**src/rtl/clkmode_pkg.sv**
```systemverilog
package clkmode_pkg;

    localparam int SEL_W      = 2;
    localparam int MULT_W     = 10;
    localparam int FLL_MULT   = 512;
    localparam int SEL_ENGAGE = 0;
    localparam int SEL_BYPASS = 1;

    typedef enum logic [1:0] {
        MODE_ENG   = 2'b00,
        MODE_BYP   = 2'b01,
        MODE_BYPLP = 2'b10,
        MODE_STOP  = 2'b11
    } mode_e;

    typedef struct packed {
        logic [SEL_W-1:0] sel;
        logic             lp;
        logic             iref_stop;
    } ctrl_t;

    localparam ctrl_t CTRL_RST = '{sel: '0, lp: 1'b0, iref_stop: 1'b0};

    function automatic logic sel_legal(input logic [SEL_W-1:0] s);
        return (s == SEL_W'(SEL_ENGAGE)) || (s == SEL_W'(SEL_BYPASS));
    endfunction

    function automatic mode_e decode_mode(input ctrl_t c);
        if (c.sel == SEL_W'(SEL_ENGAGE))
            return MODE_ENG;
        else if (c.lp)
            return MODE_BYPLP;
        else
            return MODE_BYP;
    endfunction

    function automatic logic fll_running(input mode_e m);
        return (m == MODE_ENG) || (m == MODE_BYP);
    endfunction

endpackage

```
**src/rtl/clkmode_regs.sv**
```systemverilog
module clkmode_regs
    import clkmode_pkg::*;
(
    input  logic             clk,
    input  logic             rst,
    input  logic             in_stop,
    input  logic             stop_req,
    input  logic             wr_en,
    input  logic [SEL_W-1:0] wr_sel,
    input  logic             wr_lp,
    input  logic             wr_iref_stop,
    output ctrl_t            active_q,
    output ctrl_t            next_cfg
);

    ctrl_t pend_q;
    logic  pend_vld_q;
    logic  wr_accept;
    ctrl_t base_cfg;

    assign wr_accept = wr_en && sel_legal(wr_sel);
    assign base_cfg  = (in_stop && pend_vld_q) ? pend_q : active_q;

    always_comb begin
        next_cfg = base_cfg;
        if (wr_accept) begin
            next_cfg.sel       = wr_sel;
            next_cfg.lp        = wr_lp;
            next_cfg.iref_stop = wr_iref_stop;
        end
    end

    always_ff @(posedge clk) begin
        if (rst) begin
            active_q   <= CTRL_RST;
            pend_q     <= CTRL_RST;
            pend_vld_q <= 1'b0;
        end else if (!stop_req) begin
            active_q   <= next_cfg;
            pend_vld_q <= 1'b0;
        end else begin
            pend_q     <= next_cfg;
            pend_vld_q <= pend_vld_q | wr_accept;
        end
    end

    // The active register is frozen while stop is requested
    AST_ACTIVE_FROZEN: assert property (@(posedge clk) disable iff (rst)
        (stop_req && in_stop) |=> $stable(active_q));

endmodule

```
**src/rtl/clkmode_fsm.sv**
```systemverilog
module clkmode_fsm
    import clkmode_pkg::*;
(
    input  logic  clk,
    input  logic  rst,
    input  logic  stop_req,
    input  ctrl_t next_cfg,
    output mode_e state_q,
    output mode_e state_d
);

    always_comb begin
        if (rst)
            state_d = MODE_ENG;
        else if (stop_req)
            state_d = MODE_STOP;
        else
            state_d = decode_mode(next_cfg);
    end

    always_ff @(posedge clk) begin
        if (rst)
            state_q <= MODE_ENG;
        else
            state_q <= state_d;
    end

    AST_STOP_ENTRY: assert property (@(posedge clk) disable iff (rst)
        stop_req |=> (state_q == MODE_STOP));

    AST_STOP_EXIT: assert property (@(posedge clk) disable iff (rst)
        (state_q == MODE_STOP && !stop_req) |=> (state_q != MODE_STOP));

endmodule

```
**src/rtl/clkmode_outsel.sv**
```systemverilog
module clkmode_outsel
    import clkmode_pkg::*;
(
    input  logic  clk,
    input  logic  rst,
    input  mode_e state_q,
    input  mode_e state_d,
    input  logic  fll_locked,
    output logic  sel_fll_q
);

    logic hold_eng;

    assign hold_eng = (state_d == MODE_ENG);

    always_ff @(posedge clk) begin
        if (rst)
            sel_fll_q <= 1'b0;
        else if (!hold_eng)
            sel_fll_q <= 1'b0;
        else if (state_q == MODE_ENG && fll_locked)
            sel_fll_q <= 1'b1;
    end

    AST_SEL_AFTER_LOCK: assert property (@(posedge clk) disable iff (rst)
        $rose(sel_fll_q) |-> $past(fll_locked));

endmodule

```
**src/rtl/clkgen_mode_ctrl.sv**
```systemverilog
module clkgen_mode_ctrl
    import clkmode_pkg::*;
(
    input  logic              clk,
    input  logic              rst,
    input  logic              wr_en,
    input  logic [SEL_W-1:0]  wr_sel,
    input  logic              wr_lp,
    input  logic              wr_iref_stop,
    input  logic              stop_req,
    input  logic              fll_locked,
    output logic              out_sel_fll,
    output logic              fll_en,
    output logic              iref_out_en,
    output logic [1:0]        mode_status,
    output logic [MULT_W-1:0] fll_mult
);

    ctrl_t active_q;
    ctrl_t next_cfg;
    mode_e state_q;
    mode_e state_d;

    clkmode_regs u_regs (
        .clk          (clk),
        .rst          (rst),
        .in_stop      (state_q == MODE_STOP),
        .stop_req     (stop_req),
        .wr_en        (wr_en),
        .wr_sel       (wr_sel),
        .wr_lp        (wr_lp),
        .wr_iref_stop (wr_iref_stop),
        .active_q     (active_q),
        .next_cfg     (next_cfg)
    );

    clkmode_fsm u_fsm (
        .clk      (clk),
        .rst      (rst),
        .stop_req (stop_req),
        .next_cfg (next_cfg),
        .state_q  (state_q),
        .state_d  (state_d)
    );

    clkmode_outsel u_outsel (
        .clk        (clk),
        .rst        (rst),
        .state_q    (state_q),
        .state_d    (state_d),
        .fll_locked (fll_locked),
        .sel_fll_q  (out_sel_fll)
    );

    assign fll_en      = fll_running(state_q);
    assign iref_out_en = (state_q != MODE_STOP) || active_q.iref_stop;
    assign mode_status = state_q;
    assign fll_mult    = MULT_W'(FLL_MULT);

    AST_RESERVED_IGNORED: assert property (@(posedge clk) disable iff (rst)
        (state_q != MODE_STOP && !stop_req && wr_en && !sel_legal(wr_sel))
        |=> $stable(mode_status));

    AST_STOP_IREF_STEADY: assert property (@(posedge clk) disable iff (rst)
        (mode_status == MODE_STOP && $past(mode_status) == MODE_STOP && !$past(rst))
        |-> $stable(iref_out_en));

    AST_SEL_DROP_LEAVES_ENG: assert property (@(posedge clk) disable iff (rst)
        ($fell(out_sel_fll) && !$past(rst)) |-> (mode_status != MODE_ENG));

    AST_MULT_FIXED: assert property (@(posedge clk) disable iff (rst)
        fll_mult == MULT_W'(512));

endmodule

```
**config.mk**
```make
export PLATFORM = sky130hd
export DESIGN_NAME = clkgen_mode_ctrl
export DESIGN_NICKNAME = d
export VERILOG_FILES = /design/src/rtl/clkmode_pkg.sv /design/src/rtl/clkmode_regs.sv /design/src/rtl/clkmode_fsm.sv /design/src/rtl/clkmode_outsel.sv /design/src/rtl/clkgen_mode_ctrl.sv
export SDC_FILE = /design/constraint.sdc
export NUM_CORES = 1
export LEC_CHECK = 0
export ABC_AREA = 1
export BUFFER_PORTS_ARGS = -buffer_cell sky130_fd_sc_hd__buf_2
export CAP_MARGIN = 10
export CORE_ASPECT_RATIO = 0.75
export CORE_MARGIN = 2
export CORE_UTILIZATION = 25
export DETAILED_ROUTE_END_ITERATION = 8
export GPL_TIMING_DRIVEN = 0
export SLEW_MARGIN = 20
export SYNTH_ARGS = -nofsm -noshare
export SYNTH_HDL_FRONTEND = slang
export SYNTH_SLANG_ARGS = --single-unit
```
**constraint.sdc**
```tcl
create_clock -name clk -period 3.2 [get_ports clk]
set_input_delay 0.64 -clock clk [delete_from_list [all_inputs] [get_ports clk]]
set_output_delay 0.64 -clock clk [all_outputs]
set_load 0.005 [all_outputs]
```
---- After elaboration in Yosys (flattened, before gate mapping) ----
Index checks and enable logic that the tools add are counted.
storage, ports and cells
  register bits ........................... 12
  input port bits ......................... 9
  output and inout port bits .............. 15
  logic and storage cells ................. 34
operators by class
  equal/unequal tests ..................... 4
  multiplexer cells ....................... 6
  bitwise gates (word level) .............. 3
  reduce and logical (&&, ||, !) cells .... 12
operators by type and width
  operator                                       number
  zero test 2 bit                                4
  two-way mux 2 bit                              4
  two-way mux 4 bit                              2
  == test 2 x 1 -> 1 bit, second input constant  2
  OR reduction 2 bit                             2
  logical AND 1 bit                              3
  logical OR 1 bit                               3
  == test 2 bit, second input constant           1
  != test 2 bit, second input constant           1
  inverter 1 bit                                 2
  bitwise OR 1 bit                               1

---- Longest topological paths before layout ----
  depth after elaboration ................. 11
  gate-level depth with buffers ........... 9
  gate-level depth less buffers ........... 9

---- By module ----
From an unflattened synthesis, not the netlist that was laid out.
unflattened totals
  cell total of the unflattened synthesis .. 98
  area, all modules ....................... 686.9 um^2
modules (own cells, without submodules)
  module            instances  cells each  area an instance (um^2)  seq. area each (um^2)
  clkmode_regs      1          63          455.4                    180.2
  clkgen_mode_ctrl  1          17          102.6                    0.0
  clkmode_fsm       1          10          77.6                     40.0
  clkmode_outsel    1          8           51.3                     20.0

---- Worst setup path after synthesis ----
No wires, ideal clock.
  kind .................................... in2reg
  start ................................... input port wr_en
  end ..................................... register u_fsm.state_q[0]
  arrival ................................. 1.288 ns
  slack ................................... 1.799 ns
  stages .................................. 8
  path buffers ............................ 0
  cell sequence ........................... inv_1 > nor2_2 > inv_2 > or2_0 > nand2_2 > nand2_2 > nand2_2 > nor2_1
between the ends
  longest elaborated chain between the ends .. 6
RTL lines
  what                                                  line                                  source
  start: declaration                                    clkgen_mode_ctrl.sv:6                 input logic wr_en,
  logical AND 1 bit (*)                                 clkmode_regs.sv:21                    assign wr_accept = wr_en && sel_legal(wr_sel);
  two-way mux 4 bit (*)                                 clkmode_regs.sv:26                    if (wr_accept) begin
  two-way mux 2 bit or zero test 2 bit (tied branches)  clkmode_pkg.sv:31, clkmode_pkg.sv:29
  two-way mux 2 bit (*)                                 clkmode_pkg.sv:29                     if (c.sel == SEL_W'(SEL_ENGAGE))
  two-way mux 2 bit (*)                                 clkmode_fsm.sv:15                     else if (stop_req)
  two-way mux 2 bit (*)                                 clkmode_fsm.sv:13                     if (rst)
  end signal: assignment                                clkmode_fsm.sv:25                     state_q <= state_d;
  end: declaration                                      clkmode_fsm.sv:8                      output mode_e state_q,
Every way passes the cells marked *; elsewhere a longest branch is shown, timed or not.
A chain may end at the register's enable or synchronous reset.

---- Worst setup path after layout ----
  start ................................... register u_fsm.state_q[0]
  end ..................................... output port iref_out_en
between the ends
  longest elaborated chain between the ends .. 2
RTL lines
  what              line                    source
  != test 2 bit     clkgen_mode_ctrl.sv:56  assign iref_out_en = (state_q != MODE_STOP) || active_q.iref_stop;
  logical OR 1 bit  clkgen_mode_ctrl.sv:56
  end: declaration  clkgen_mode_ctrl.sv:14  output logic iref_out_en,
No other way between the ends.

==> flow_results.xml <==
<?xml version="1.0" encoding="UTF-8"?>
<metrics>
  <group name="place">
    <metric name="portBuffers" unit="">13</metric>
    <metric name="numPlacedInstances" unit="">144</metric>
    <metric name="dpl_cell_area" unit="sq um">776</metric>
    <metric name="detailed_place_hpwl" unit="microns">1080</metric>
    <metric name="placer_congestion_estimate" unit="">0.742</metric>
  </group>
  <group name="global_route">
    <metric name="grt_first_pass_wirelength" unit="microns">2180</metric>
    <metric name="gr-total-overflow" unit="">0</metric>
    <metric name="first_global_vias" unit="">506</metric>
    <metric name="grt_antenna_before_repair" unit="">0</metric>
    <metric name="grt_start_max_net_pins" unit="">8</metric>
    <metric name="gr-usage-all-layers" unit="">0.101</metric>
  </group>
  <group name="pwr">
    <metric name="total_power_draw" unit="mW">0.347</metric>
    <metric name="p_leak" unit="nW">0.396</metric>
    <metric name="power.clock.fraction" unit="">0.365</metric>
    <metric name="power.density_cell_area" unit="nW/um^2">427</metric>
    <metric name="combinationalPowerShare" unit="">0.156</metric>
    <metric name="p_switching" unit="mW">0.0945</metric>
    <metric name="power_report.internal_total" unit="mW">0.252</metric>
    <metric name="power_frac_seq" unit="">0.480</metric>
    <metric name="vdd_ir_drop_max" unit="mV">0.0870</metric>
    <metric name="swShare" unit="">0.272</metric>
  </group>
  <group name="routing">
    <metric name="routed_via_density" unit="">3.89</metric>
    <metric name="detail_route.iter0.violations" unit="">36</metric>
    <metric name="ant_nets" unit="">0</metric>
    <metric name="number_of_detailed_routing_iterations_run_before_antenna_repair" unit="">3</metric>
    <metric name="dr_total_vias" unit="">576</metric>
    <metric name="wl_per_cell" unit="microns">8.86</metric>
    <metric name="drc_errors" unit="">0</metric>
    <metric name="routed_wl" unit="microns">1310</metric>
  </group>
  <group name="synthesis">
    <metric name="synth_top_cell_area_share" unit="">0.376</metric>
    <metric name="post_synth_instance_area" unit="sq um">638</metric>
    <metric name="mean_area_per_synthesized_cell" unit="sq um">7.17</metric>
    <metric name="post_synth_fa_ha_maj_area_fraction" unit="">0</metric>
    <metric name="yosys_register_bits" unit="">12</metric>
    <metric name="yosys-top-cells-area" unit="">dfxtp_1, buf_4, nor2_1</metric>
    <metric name="number_of_distinct_library_cells_after_synthesis" unit="">20</metric>
    <metric name="ys.warnings.count" unit="">0</metric>
    <metric name="synth_simple_gate_area_frac" unit="">0.327</metric>
    <metric name="synth_compound_gate_area_share" unit="">0.0843</metric>
    <metric name="synth_cells" unit="">89</metric>
    <metric name="synth.largest_area_cell" unit="">dfxtp_1</metric>
    <metric name="ys_seq_area_frac" unit="">0.376</metric>
    <metric name="synth_xor_area_frac" unit="">0</metric>
    <metric name="synth.area.mux_share" unit="">0</metric>
    <metric name="synth_top_family_by_area" unit="">simple AND/OR/NAND/NOR gates</metric>
  </group>
  <group name="floorplanning">
    <metric name="core-area" unit="sq um">2360</metric>
    <metric name="io_pins" unit="">24</metric>
    <metric name="die_width" unit="microns">62.3</metric>
    <metric name="die_h" unit="microns">47.8</metric>
    <metric name="num_rows" unit="">15</metric>
    <metric name="fp.dieArea" unit="sq um">2980</metric>
    <metric name="floorplan.initialDensity" unit="">0.270</metric>
  </group>
  <group name="clock_network">
    <metric name="worst_setup_hold_path_clk_slew" unit="ns">0.08</metric>
    <metric name="postCtsSetupRepairBufs" unit="">0</metric>
    <metric name="tritoncts.num_buffers" unit="">3</metric>
    <metric name="cts_hold_buffers" unit="">0</metric>
    <metric name="buffers_from_clock_root_to_sink_at_most" unit="">2</metric>
    <metric name="cts-resized-gates" unit="">0</metric>
    <metric name="tritoncts" unit="">done</metric>
    <metric name="root_driver" unit="">clkbuf_4</metric>
    <metric name="worst_skew_pair_latency" unit="ns">0.28</metric>
    <metric name="htree_levels" unit="">1</metric>
    <metric name="clock_sink_count" unit="">12</metric>
  </group>
  <group name="min_path">
    <metric name="hold_path_depth" unit="">2</metric>
    <metric name="timing.hold.worst.class" unit="">flip-flop to flip-flop</metric>
    <metric name="timing.hold.worst_endpoint" unit="">u_regs.pend_q[2]$_SDFFE_PP0P_</metric>
    <metric name="hold_path_startpoint" unit="">u_regs.pend_q[2]$_SDFFE_PP0P_</metric>
  </group>
  <group name="layout">
    <metric name="fin_area" unit="sq um">812</metric>
    <metric name="drive_gt1_frac" unit="">0.333</metric>
    <metric name="layout_nets" unit="">124</metric>
    <metric name="antenna_cells" unit="">0</metric>
    <metric name="flow.area_growth_from_synthesis" unit="%">27.3</metric>
    <metric name="finalNonFillerCells" unit="">148</metric>
  </group>
  <group name="worst_setup_path">
    <metric name="worst_r2r_endpoint" unit="">u_fsm.state_q[0]$_SDFF_PP0_</metric>
    <metric name="critPathKind" unit="">flip-flop to primary output</metric>
    <metric name="worst_r2r_path_depth" unit="">7</metric>
    <metric name="worstPathRequired" unit="ns">2.56</metric>
    <metric name="worst_path_max_delay_cell" unit="">dfxtp_1</metric>
    <metric name="crit_family" unit="">flip-flops</metric>
    <metric name="max_stage_delay" unit="ns">0.50</metric>
    <metric name="setup.worst_path.start_class" unit="">flip-flop</metric>
    <metric name="critPathMaxFanout" unit="">7</metric>
    <metric name="worst-r2r-setup-slack" unit="ns">2.01</metric>
    <metric name="arrival" unit="ns">1.04</metric>
    <metric name="critPathCaptureType" unit="">primary output</metric>
    <metric name="worstPathCellList" unit="">nand3_1 -&gt; buf_2</metric>
    <metric name="worstReg2RegStart" unit="">u_fsm.state_q[0]$_SDFF_PP0_</metric>
    <metric name="worstPathBufferInverterCount" unit="">1</metric>
  </group>
  <group name="timing">
    <metric name="grt_setup_unrepaired" unit="">false</metric>
    <metric name="timing.final.crit_period" unit="ns">1.68</metric>
    <metric name="fmax" unit="MHz">597</metric>
    <metric name="setup_viol" unit="">0</metric>
    <metric name="maximum_clock_skew_at_final_layout" unit="ns">0.00160</metric>
    <metric name="final_max_slew_viol_count" unit="">0</metric>
    <metric name="timing.setup.tns" unit="ns">0</metric>
    <metric name="fin_hold_ws" unit="ns">0.473</metric>
    <metric name="period_share" unit="">0.524</metric>
    <metric name="timing_hold_violations_final" unit="">0</metric>
  </group>
  <group name="run_status">
    <metric name="run_status" unit="">finished clean</metric>
  </group>
  <group name="run">
    <metric name="max_cap_violations" unit="">0</metric>
  </group>
</metrics>
-- routing by layer --
metal	up-vias	global-route usage	wire [microns]
met3	5	0.0494	77
met2	13	0.152	611
li1	305	-	-
met5	-	0	0
met4	0	0.0533	34
met1	253	0.123	589
-- stage by stage --
stage / setup slack (ns) / utilization
finish: 1.52 / 0.343
global route: 1.44 / 0.343
CTS: 1.51 / 0.343
detailed placement: 1.58 / 0.328
global placement: 1.61 / 0.328
floorplan: 1.80 / -
-- tightest hold or removal path, cell delays in order (launching register included) --
cell and delay, ns:
dfxtp_1 0.32, nand2_1 0.06, o21ai_1 0.05
-- Yosys cell counts --
cell      count
nor2_1       13
o211ai_1      1
nand2_1      10
nand4_1       3
o21ai_0       5
nand3_2       1
inv_2         2
nor2_2        1
clkinv_1      1
or2_1         1
dfxtp_1      12
buf_4        10
inv_1        11
conb_1        2
nand2_2       6
or2_0         1
o21ai_1       3
o22ai_1       1
nand3_4       1
nand3_1       4
-- placed cells by master, fill, tap and decap left out, types with 4 or more instances in the layout --
| master | count |
|---|---|
| buf_2 | 13 |
| buf_4 | 10 |
| conb_1 | 10 |
| dfxtp_1 | 12 |
| inv_1 | 11 |
| nand2_1 | 10 |
| nand2_2 | 6 |
| nand3_1 | 4 |
| nor2_1 | 13 |
| o21ai_0 | 5 |
-- power by group through the flow --
stage | Sequential [mW] | Combinational, mW | Clock (mW)
finish | 0.166 | 0.0539 | 0.126
CTS | 0.167 | 0.0542 | 0.131
detailed placement | 0.170 | 0.0541 | 0
floorplan | 0.168 | 0.0386 | 0
global route | 0.168 | 0.0631 | 0.138
global placement | 0.170 | 0.0529 | 0
-- final cells by class --
cell class                      instances  area (sq um)
Timing Repair Buffer                   13          65.1
Fill cell                             266          1550
Multi-Input combinational cell         61           300
Tap cell                               34          42.5
Buffer                                 10          75.1
Inverter                               14          52.6
Clock buffer                            4          36.3
Sequential cell                        12           240
-- sequential cells by signal, summed over array words and instances (netlist names) --
name and cells:
u_regs.pend_vld_q 1, u_outsel.sel_fll_q 1, u_regs.active_q 4, u_regs.pend_q 4, u_fsm.state_q 2
-- cells by family (layout without fill, tap and decap cells) --
group / Yosys count / in the layout
buf+inv: 24 / 41
compound gates: 10 / 10
flops: 12 / 12
simple gates: 41 / 41
other cells: 2 / 10
-- worst max-delay path by stage --
stage | from | end | slack (ns) | cells past startpoint
floorplan | wr_en | u_fsm.state_q[0]$_SDFF_PP0_ | 1.80 | 8
global route | u_fsm.state_q[0]$_SDFF_PP0_ | iref_out_en | 1.44 | 2
CTS | u_fsm.state_q[0]$_SDFF_PP0_ | iref_out_en | 1.51 | 2
global placement | wr_sel[1] | u_fsm.state_q[1]$_SDFF_PP0_ | 1.61 | 8
finish | u_fsm.state_q[0]$_SDFF_PP0_ | iref_out_en | 1.52 | 2
detailed placement | wr_sel[1] | u_fsm.state_q[0]$_SDFF_PP0_ | 1.58 | 8
(Power assumes the default switching activity.)
